===== config.mk =====
export PLATFORM = sky130hd
export DESIGN_NAME = hdlc_tx_framer
export DESIGN_NICKNAME = d
export VERILOG_FILES = /design/src/rtl/hdlc_tx_pkg.sv /design/src/rtl/hdlc_crc16_serial.sv /design/src/rtl/hdlc_run_tracker.sv /design/src/rtl/hdlc_bit_packer.sv /design/src/rtl/hdlc_tx_framer.sv
export SDC_FILE = /design/constraint.sdc
export NUM_CORES = 1
export LEC_CHECK = 0
export BUFFER_PORTS_ARGS = -buffer_cell sky130_fd_sc_hd__clkbuf_2
export CORE_ASPECT_RATIO = 1.25
export CORE_MARGIN = 2
export CORE_UTILIZATION = 64
export CTS_CLUSTER_DIAMETER = 60
export DETAILED_ROUTE_END_ITERATION = 8
export HOLD_SLACK_MARGIN = 0.15
export MAX_ROUTING_LAYER = met4
export PLACE_DENSITY_LB_ADDON = 0.3
export SYNTH_ARGS = -nofsm -noshare
export SYNTH_HDL_FRONTEND = slang
export SYNTH_SLANG_ARGS = --single-unit

===== constraint.sdc =====
create_clock -name clk -period 3.6 [get_ports clk]
set_input_delay 0.36 -clock clk [delete_from_list [all_inputs] [get_ports clk]]
set_output_delay 0.36 -clock clk [all_outputs]
set_load 0.02 [all_outputs]

===== src/rtl/hdlc_tx_pkg.sv =====
// hdlc_tx_pkg: constants and the phase type shared by the transmit framer.
// Assumes byte-wide payload and a 16-bit reflected CRC.
package hdlc_tx_pkg;

    localparam int          BYTE_W      = 8;
    localparam int          FCS_W       = 16;
    localparam logic [7:0]  FLAG_BYTE   = 8'h7E;
    localparam logic [15:0] CLOSE_PAT   = 16'h7E7E;
    localparam logic [15:0] CRC_PRESET  = 16'hFFFF;
    localparam logic [15:0] CRC_POLY_RF = 16'h8408;

    typedef enum logic [2:0] {
        PH_IDLE  = 3'd0,
        PH_OPEN  = 3'd1,
        PH_DATA  = 3'd2,
        PH_FCS   = 3'd3,
        PH_CLOSE = 3'd4,
        PH_DRAIN = 3'd5
    } tx_phase_e;

endpackage


===== src/rtl/hdlc_crc16_serial.sv =====
// hdlc_crc16_serial: bit-serial reflected CRC-16 register.
// Assumes bits arrive least significant first; 'preset' has priority over 'step'.
module hdlc_crc16_serial
    import hdlc_tx_pkg::*;
#(
    parameter int          W      = FCS_W,
    parameter logic [15:0] POLY   = CRC_POLY_RF,
    parameter logic [15:0] PRESET = CRC_PRESET
) (
    input  logic         clk,
    input  logic         rst_n,
    input  logic         preset,
    input  logic         step,
    input  logic         bit_in,
    output logic [W-1:0] crc
);

    logic         fb;
    logic [W-1:0] crc_next;

    // Next CRC value for one incoming bit.
    always_comb begin
        fb       = crc[0] ^ bit_in;
        crc_next = crc >> 1;
        if (fb) begin
            crc_next = crc_next ^ POLY[W-1:0];
        end
    end

    // CRC state register.
    always_ff @(posedge clk) begin
        if (!rst_n || preset) begin
            crc <= PRESET[W-1:0];
        end else if (step) begin
            crc <= crc_next;
        end
    end

endmodule


===== src/rtl/hdlc_run_tracker.sv =====
// hdlc_run_tracker: counts consecutive stuffable one bits and requests a zero.
// Assumes every emitted bit is reported; bits not marked 'countable' end the run.
module hdlc_run_tracker #(
    parameter int RUN_LIMIT = 5,
    localparam int CNT_W    = $clog2(RUN_LIMIT + 1)
) (
    input  logic             clk,
    input  logic             rst_n,
    input  logic             bit_vld,
    input  logic             bit_val,
    input  logic             countable,
    output logic [CNT_W-1:0] run_cnt,
    output logic             insert_now
);

    // A full run means the next emitted bit must be a zero.
    assign insert_now = (run_cnt == CNT_W'(RUN_LIMIT));

    // Run length register.
    always_ff @(posedge clk) begin
        if (!rst_n) begin
            run_cnt <= '0;
        end else if (bit_vld) begin
            if (countable && bit_val) begin
                run_cnt <= run_cnt + 1'b1;
            end else begin
                run_cnt <= '0;
            end
        end
    end

endmodule


===== src/rtl/hdlc_bit_packer.sv =====
// hdlc_bit_packer: gathers bits LSB first into bytes and holds each byte for a
// valid/ready consumer. Assumes the producer sends a bit only when
// 'space' is high; 'flush' drops a partial byte.
module hdlc_bit_packer #(
    parameter int W    = 8,
    localparam int C_W = $clog2(W)
) (
    input  logic         clk,
    input  logic         rst_n,
    input  logic         bit_vld,
    input  logic         bit_val,
    input  logic         flush,
    output logic         space,
    output logic         out_valid,
    input  logic         out_ready,
    output logic [W-1:0] out_data
);

    logic [W-1:0]   acc_q;
    logic [W-1:0]   acc_next;
    logic [C_W-1:0] cnt_q;
    logic           full_now;

    assign space    = !out_valid || out_ready;
    assign full_now = bit_vld && (cnt_q == C_W'(W - 1));

    // Place the incoming bit at the current fill position.
    always_comb begin
        acc_next        = acc_q;
        acc_next[cnt_q] = bit_val;
    end

    // Accumulator and fill count.
    always_ff @(posedge clk) begin
        if (!rst_n || flush) begin
            cnt_q <= '0;
            acc_q <= '0;
        end else if (bit_vld) begin
            acc_q <= acc_next;
            cnt_q <= full_now ? '0 : cnt_q + 1'b1;
        end
    end

    // Output byte register with valid/ready hold.
    always_ff @(posedge clk) begin
        if (!rst_n) begin
            out_valid <= 1'b0;
            out_data  <= '0;
        end else begin
            if (out_valid && out_ready) begin
                out_valid <= 1'b0;
            end
            if (full_now) begin
                out_valid <= 1'b1;
                out_data  <= acc_next;
            end
        end
    end

endmodule


===== src/rtl/hdlc_tx_framer.sv =====
// hdlc_tx_framer: frames a payload byte stream as HDLC: opening flag, payload,
// complemented CRC-16, zero insertion after five ones, two closing flags,
// repacked LSB first into bytes. Assumes the source holds in_valid/in_data/
// in_last until taken and ends each frame with in_last. One bit per clock.
module hdlc_tx_framer
    import hdlc_tx_pkg::*;
#(
    parameter int RUN_LIMIT = 5,
    localparam int RUN_W    = $clog2(RUN_LIMIT + 1),
    localparam int IDX_W    = $clog2(FCS_W)
) (
    input  logic              clk,
    input  logic              rst_n,
    input  logic              in_valid,
    output logic              in_ready,
    input  logic [BYTE_W-1:0] in_data,
    input  logic              in_last,
    output logic              out_valid,
    input  logic              out_ready,
    output logic [BYTE_W-1:0] out_data,
    output logic              frame_done
);

    tx_phase_e         phase_q;
    logic [IDX_W-1:0]  idx_q;
    logic [BYTE_W-1:0] sh_q;
    logic              last_q;
    logic              have_q;

    logic              space;
    logic              stuff_now;
    logic [RUN_W-1:0]  run_cnt;
    logic              bit_vld;
    logic              bit_val;
    logic              countable;
    logic              crc_step;
    logic              crc_preset;
    logic              flush;
    logic [FCS_W-1:0]  crc;

    localparam logic [IDX_W-1:0] BYTE_END = IDX_W'(BYTE_W - 1);
    localparam logic [IDX_W-1:0] FCS_END  = IDX_W'(FCS_W - 1);

    assign crc_preset = (phase_q == PH_OPEN);
    assign flush      = (phase_q == PH_DRAIN);

    // Choose the bit to emit this cycle and the handshake toward the source.
    always_comb begin
        bit_vld   = 1'b0;
        bit_val   = 1'b0;
        countable = 1'b0;
        crc_step  = 1'b0;
        in_ready  = 1'b0;
        if (space) begin
            unique case (phase_q)
                PH_OPEN: begin
                    bit_vld = 1'b1;
                    bit_val = FLAG_BYTE[idx_q[2:0]];
                end
                PH_DATA: begin
                    if (stuff_now) begin
                        bit_vld = 1'b1;
                    end else if (have_q) begin
                        bit_vld   = 1'b1;
                        bit_val   = sh_q[idx_q[2:0]];
                        countable = 1'b1;
                        crc_step  = 1'b1;
                    end else begin
                        in_ready = 1'b1;
                    end
                end
                PH_FCS: begin
                    bit_vld = 1'b1;
                    if (!stuff_now) begin
                        bit_val   = ~crc[idx_q];
                        countable = 1'b1;
                    end
                end
                PH_CLOSE: begin
                    bit_vld = 1'b1;
                    if (!stuff_now) begin
                        bit_val = CLOSE_PAT[idx_q];
                    end
                end
                default: ;
            endcase
        end
    end

    // Phase sequencing, payload byte holding and bit index.
    always_ff @(posedge clk) begin
        if (!rst_n) begin
            phase_q    <= PH_IDLE;
            idx_q      <= '0;
            sh_q       <= '0;
            last_q     <= 1'b0;
            have_q     <= 1'b0;
            frame_done <= 1'b0;
        end else begin
            frame_done <= 1'b0;
            unique case (phase_q)
                PH_IDLE: begin
                    idx_q <= '0;
                    if (in_valid) begin
                        phase_q <= PH_OPEN;
                    end
                end
                PH_OPEN: begin
                    if (space) begin
                        idx_q <= idx_q + 1'b1;
                        if (idx_q == BYTE_END) begin
                            idx_q   <= '0;
                            have_q  <= 1'b0;
                            phase_q <= PH_DATA;
                        end
                    end
                end
                PH_DATA: begin
                    if (space && !stuff_now) begin
                        if (have_q) begin
                            idx_q <= idx_q + 1'b1;
                            if (idx_q == BYTE_END) begin
                                idx_q  <= '0;
                                have_q <= 1'b0;
                                if (last_q) begin
                                    phase_q <= PH_FCS;
                                end
                            end
                        end else if (in_valid) begin
                            sh_q   <= in_data;
                            last_q <= in_last;
                            have_q <= 1'b1;
                            idx_q  <= '0;
                        end
                    end
                end
                PH_FCS: begin
                    if (space && !stuff_now) begin
                        idx_q <= idx_q + 1'b1;
                        if (idx_q == FCS_END) begin
                            idx_q   <= '0;
                            phase_q <= PH_CLOSE;
                        end
                    end
                end
                PH_CLOSE: begin
                    if (space && !stuff_now) begin
                        idx_q <= idx_q + 1'b1;
                        if (idx_q == FCS_END) begin
                            idx_q   <= '0;
                            phase_q <= PH_DRAIN;
                        end
                    end
                end
                PH_DRAIN: begin
                    if (!out_valid) begin
                        frame_done <= 1'b1;
                        phase_q    <= PH_IDLE;
                    end
                end
                default: phase_q <= PH_IDLE;
            endcase
        end
    end

    hdlc_crc16_serial u_crc (
        .clk    (clk),
        .rst_n  (rst_n),
        .preset (crc_preset),
        .step   (crc_step),
        .bit_in (bit_val),
        .crc    (crc)
    );

    hdlc_run_tracker #(.RUN_LIMIT(RUN_LIMIT)) u_run (
        .clk        (clk),
        .rst_n      (rst_n),
        .bit_vld    (bit_vld),
        .bit_val    (bit_val),
        .countable  (countable),
        .run_cnt    (run_cnt),
        .insert_now (stuff_now)
    );

    hdlc_bit_packer #(.W(BYTE_W)) u_pack (
        .clk       (clk),
        .rst_n     (rst_n),
        .bit_vld   (bit_vld),
        .bit_val   (bit_val),
        .flush     (flush),
        .space     (space),
        .out_valid (out_valid),
        .out_ready (out_ready),
        .out_data  (out_data)
    );

endmodule


Yosys cells after proc, flatten, opt, wreduce, memory -nomap -nowiden
Memories as Yosys holds them, arrays and structs flattened. A register that Yosys moved wholly into a read port is not among the register bits.
Cells that the tools add are included.
{ "word_totals": {"output_inout_bits": 11, "elab_cells": 137, "n_memories": 2, "romBits": 24, "register_bits": 57, "in_bits": 13} }
{ "classes": {"n_eq_ne": 23, "reduce_logical": 22, "add_sub_neg": 3, "n_bitwise": 4, "n_lt_le_gt_ge": 4, "n_mux": 67} }
{ "mem_list": {"columns": ["name", "words", "word_bits", "rd", "rd_ports_with_merged_regs", "write_ports", "line", "rtl"], "rows": [
  ["(no name shown)", 16, 1, 1, 1, 0, "hdlc_tx_framer.sv:82", "bit_val = CLOSE_PAT[idx_q];"],
  ["(no name shown)", 8, 1, 1, 1, 0, "hdlc_tx_framer.sv:58", "bit_val = FLAG_BYTE[idx_q[2:0]];"]
]} }
{ "ops": {"columns": ["op", "n"], "rows": [
  ["2-to-1 mux 3 bit", 16],
  ["2-to-1 mux 4 bit", 9],
  ["2-to-1 mux 1 bit", 31],
  ["!= test 2 bit (second input constant)", 12],
  ["case mux 3 bit (6 select lines)", 1],
  ["2-to-1 mux 16 bit", 1],
  ["case mux 4 bit (4 select lines)", 1],
  ["equality test 3 bit (second input constant)", 4],
  ["AND reduction 12 bit", 1],
  ["bitwise mux 8 bit", 1],
  ["less-than comparator 3 x 4 -> 1 bit (second input constant)", 2],
  ["AND reduction 4 bit", 2],
  ["adder 3 x 1 -> 3 bit (second input constant)", 2],
  ["equality test 3 x 2 -> 1 bit (second input constant)", 2],
  ["case mux 1 bit (2 select lines)", 3],
  ["logical AND 1 bit", 5],
  ["less-than comparator 4 x 5 -> 1 bit (second input constant)", 1],
  ["AND reduction 5 bit", 1],
  ["adder 4 x 1 -> 4 bit (second input constant)", 1],
  ["binary-select mux 1 bit (select 4 bit)", 1],
  ["equality test 4 x 3 -> 1 bit (second input constant)", 1],
  ["equality test 4 bit (second input constant)", 1],
  ["case mux 1 bit (4 select lines)", 1],
  ["nonzero test 2 bit", 2],
  ["16 further kinds", 21]
]} }

Longest topological paths before layout
{ "logic_depth": {"word_depth": 8, "mapped_depth": 11, "mapped_depth_nobuf": 9} }

By module
From an unflattened synthesis, not the netlist that was laid out.
{ "unflattened": {"cells_unflattened": 353, "hier_area_um2": 3388.2} }
{ "modules_own_cells": {"columns": ["module", "seq_area_each_um2", "instances", "cells_per_inst", "area_each_um2"], "rows": [
  ["hdlc_tx_framer", 380.4, 1, 159, 1458.9],
  ["hdlc_bit_packer", 400.4, 1, 107, 1024.7],
  ["hdlc_crc16_serial", 320.3, 1, 70, 728.2],
  ["hdlc_run_tracker", 60.1, 1, 17, 176.4]
]} }

Least setup slack after synthesis
OpenSTA, ideal clock, no wires.
{ "synth_path": {"kind": "register to register", "start": "register idx_q[0]", "end": "register u_crc.crc[10]", "setup_time_ns": 0.080, "path_buffers": 1, "t_arrival_ns": 2.124, "t_required_ns": 3.520, "synth_period_minus_slack_ns": 2.204, "stages_incl_launch_ff": 8, "path_slack_ns": 1.396, "cell_sequence": "dfxtp_1 > buf_6 > mux4_2 > a2111o_1 > o211a_4 > nor2_8 > xnor3_1 > o211ai_1"} }
{ "synth_between": {"elab_chain_cells": 8, "elab_cells_between_ends": 12, "cone_classes": "mux: 10; bitwise: 2"} }
{ "synth_lines": {"columns": ["item", "line", "rtl"], "rows": [
  ["start: declaration", "hdlc_tx_framer.sv:25", "logic [IDX_W-1:0] idx_q;"],
  ["start signal: assignment", "hdlc_tx_framer.sv:110", "idx_q <= idx_q + 1'b1;"],
  ["start signal: assignment", "hdlc_tx_framer.sv:121", "idx_q <= idx_q + 1'b1;"],
  ["start signal: assignment", "hdlc_tx_framer.sv:139", "idx_q <= idx_q + 1'b1;"],
  ["binary-select mux 1 bit (select 4 bit) or binary-select mux 1 bit (select 3 bit) (tied branches)", "hdlc_tx_framer.sv:75, hdlc_tx_framer.sv:65", null],
  ["2-to-1 mux 1 bit (on tied branches)", "hdlc_tx_framer.sv:75, hdlc_tx_framer.sv:65", null],
  ["inverter 1 bit or 2-to-1 mux 1 bit (tied branches)", "hdlc_tx_framer.sv:75, hdlc_tx_framer.sv:63", null],
  ["2-to-1 mux 1 bit (on tied branches)", "hdlc_tx_framer.sv:74, hdlc_tx_framer.sv:61", null],
  ["case mux 1 bit (4 select lines) (*)", "hdlc_tx_framer.sv:55", "unique case (phase_q)"],
  ["2-to-1 mux 1 bit (*)", "hdlc_tx_framer.sv:54", "if (space) begin"],
  ["bitwise XOR 1 bit (*)", "hdlc_crc16_serial.sv:23", "fb = crc[0] ^ bit_in;"],
  ["2-to-1 mux 16 bit (*)", "hdlc_crc16_serial.sv:25", "if (fb) begin"],
  ["end signal: assignment", "hdlc_crc16_serial.sv:33", "crc <= PRESET[W-1:0];"],
  ["end signal: assignment", "hdlc_crc16_serial.sv:35", "crc <= crc_next;"],
  ["end: declaration", "hdlc_crc16_serial.sv:15", "output logic [W-1:0] crc"]
]} }
Every way passes the cells marked *; elsewhere a longest branch is shown, timed or not. The select of a mux whose other input is x is not followed.
A chain may end at the register's enable or synchronous reset.

Final worst setup path
{ "layout_path": {"start": "register u_run.run_cnt[1]", "end": "output in_ready"} }
{ "layout_between": {"elab_chain_cells": 4} }
{ "layout_lines": {"columns": ["item", "line", "rtl"], "rows": [
  ["start: declaration", "hdlc_run_tracker.sv:12", "output logic [CNT_W-1:0] run_cnt,"],
  ["start signal: assignment", "hdlc_run_tracker.sv:25", "run_cnt <= run_cnt + 1'b1;"],
  ["equality test 3 bit", "hdlc_run_tracker.sv:17", "assign insert_now = (run_cnt == CNT_W'(RUN_LIMIT));"],
  ["2-to-1 mux 1 bit", "hdlc_tx_framer.sv:61", "if (stuff_now) begin"],
  ["2-to-1 mux 1 bit", "hdlc_tx_framer.sv:55", null],
  ["2-to-1 mux 1 bit", "hdlc_tx_framer.sv:54", null],
  ["end: declaration", "hdlc_tx_framer.sv:15", "output logic in_ready,"]
]} }
Every way passes these cells.

==> key figures <==
Timing
  • Final TNS setup: 0 ps
  • Hold Vio Cnt, Final: 0
  • Period Utilization, post-route: approximately four fifths
  • Unrepaired setup endpoints after global routing: false
  • Worst-Margin Slew: 795.1 ps
  • Final Skew: 7.539 ps
  • Final worst slack: ~780 ps
  • F_max: approximately 360 MHz
  • Final setup viols: 0
  • Max-slew headroom at the worst pin: between 40% and 50%
  • Hold_ws: ~250 ps
  • Slew Limit Fails: 0
  • Final min period: ~2800 ps

Logic synthesis
  • Mean Syn Cell Area: about 8.1 um2
  • Syn Nets: between 300 and 400
  • Post-synth cell types: 53
  • Post-synth ARST share: 0%
  • Synthesized cell area: a little under 0.003 mm2
  • Syn. warnings: 0
  • Synthesized flop and latch total: 58
  • Cells after synthesis: between 300 and 400
  • Seq/Total Area, Yosys: 39.31%
  • Main flop type after synthesis: dfxtp_1
  • Post-synth EDFFs: 0

Power
  • Peak supply drop: approximately 350 uV
  • Power per Cell Area: 560.7 mW/mm2
  • Leak Pwr: approximately 1.3 nW

Floorplanning
  • Die Footprint: between 0.005 and 0.006 mm2
  • Die Span X: 64.77 um
  • Die Y: ~80 um
  • # rows: 27
  • Core area: 0.004425 mm2
  • IO Pins: 24
  • Initial Util: approximately 67%

Routing
  • WL final: roughly 6600 um
  • Total number of vias: around 2700
  • WL/cell: around 15 um
  • DRC Markers: 0
  • Antenna viol nets, final: 0
  • DRT Pass-1 Iters: 5
  • Vias per cell: slightly above 6
  • Initial DRC count: 208

Clock tree
  • # resized after CTS: 0
  • CTS Buf Count: 9
  • Setup bufs post-CTS: 0
  • Clk sinks: between 50 and 60
  • H-Tree Depth: 3
  • Root Buffer: clkbuf_8
  • # hold bufs at CTS: 0
  • Clock-pin slew on the worst setup and hold paths: ~70 ps
  • CTS tree: yes
  • Worst-case clock buffer depth: 2
  • Worst-skew pair later-pin latency: 340 ps

Cells and area
  • Fin util: just over 70%
  • Reg area: ~0.0012 mm2
  • Fillcell total: 366
  • Final #Nets: a little under 400
  • Diode count: 0
  • Layout cell share with drive strength beyond 1: 13.09%
  • Multi-input logic area: approximately 0.0016 mm2
  • P&R area growth vs syn: 8.937%

Setup path
  • Crit path kind: reg2out
  • Required time worst endpoint: around 3200 ps
  • Register-to-register setup slack: 1050 ps
  • Crit start category: flop
  • CP Data Arrival Time: about 2500 ps
  • Crit-path max FO: 11
  • Setup crit end kind: primary output

Hold path
  • Hold WC Path Type: in2reg

Status
  • Status: completed

Global route
  • Vias in the first global route: approximately 2600
  • GRT Overall Usage: just under 30%
  • Largest net degree at the start of global routing: 21
  • Initial antenna violation count: 0
  • Grt total ovfl: 0
  • Global-route wire length before repair: ~11000 um

Flow run
  • Max Cap Viol: 0

Placed design
  • HPWL Detailed: 4712 um
  • Port bufs: 23
  • Post-placement worst setup slack: 1093 ps
  • Routability Congestion: around 0.91
## power breakdown
part           leakage (nW)  switching, mW  internal [mW]  total (mW)
sequential            0.469          0.111          0.689       0.799
clock                0.0831          0.256          0.247       0.502
combinational         0.710          0.304          0.199       0.503
## flip-flops by register name, summed over array words and instances (netlist names), named ones only
register,flops
last_q,1
phase_q,3
u_pack.cnt_q,3
u_pack.out_valid,1
u_pack.acc_q,8
sh_q,8
frame_done,1
u_crc.crc,16
have_q,1
u_pack.out_data,8
u_run.run_cnt,3
idx_q,4
## synthesized netlist by cell type (all sizes together) (2+ instances only)
cell type,count,area [um2]
dfxtp,58,1161
nand2,55,206.5
a21oi,35,175.2
nand3,34,170.2
o21ai,27,135.1
clkbuf,21,78.83
nor2,18,83.83
a31oi,13,81.33
inv,12,45.04
nor3,9,45.04
nor2b,6,37.54
o31ai,6,45.04
and2,5,31.28
buf,5,30.02
ha,5,62.56
mux2i,4,40.04
mux4,4,97.59
nand2b,4,25.02
a21o,3,23.77
nor3b,3,22.52
o211ai,3,22.52
o21a,3,22.52
o41ai,3,26.28
a21boi,2,15.01
and3b,2,17.52
mux2,2,22.52
nand4,2,12.51
o211a,2,27.53
or3,2,12.51
xnor2,2,17.52
xnor3,2,45.04
## worst max-delay path, stage by stage, from the launching register on
cell and delay [ps]:
dfxtp_1 330, inv_1 50, ha_1 180, and2_1 230
nor3_1 410, nand2_1 100, nor2_1 520, clkbuf_2 280
## area by class of cell
class	count	share of cell area, %
clock inverter	5	0.9720
inverter	12	1.400
multi-input combinational	270	50.93
timing repair buffer	26	4.277
tap	58	2.255
clock buffer	11	4.082
sequential	58	36.08
## cells by family after synthesis
kind of cell	share of synthesized area, %
and+or+nand+nor	23.76
xor gates and xnor gates	2.118
muxes	5.421
AOI/OAI and AO/OA	22.07
adders and majority gates	2.118
buffers and inverters	5.209
DFF	39.31
## routing by layer
layer	track usage (%)	vias to the layer above	wire [um]
met5	-	-	0
met4	21.70	0	182
met3	5.078	22	365
met2	48.35	86	3392
met1	30.69	1266	2697
li1	-	1330	-
## per-stage QoR
stage	area (um2)	instances	power, mW
after global routing	3218	440	1.914
after floorplan	2954	366	1.199
after global placement	3055	424	1.288
after detailed placement	3055	424	1.305
after CTS	3218	440	1.799
final	3218	440	1.804
## path summary, 6_finish.rpt
check,from,to,depth (start not counted)
min,in_data[0],sh_q[0],3
min reg2reg,sh_q[5],sh_q[5],2
max,u_run.run_cnt[1],in_ready,7
max reg2reg,u_run.run_cnt[1],sh_q[6],9
## layout by cell type (no fill, tap or decap), types with 5 or more instances in the layout
cell	synthesis	layout
dfxtp_1	58	58
nand2_1	55	55
a21oi_1	35	35
nand3_1	34	34
o21ai_0	26	26
clkbuf_2	0	23
nor2_1	17	17
a31oi_1	13	13
inv_1	12	12
nor3_1	9	9
clkbuf_8	0	9
nor2b_1	6	6
o31ai_1	6	6
ha_1	5	5
(Power assumes the default switching activity.)
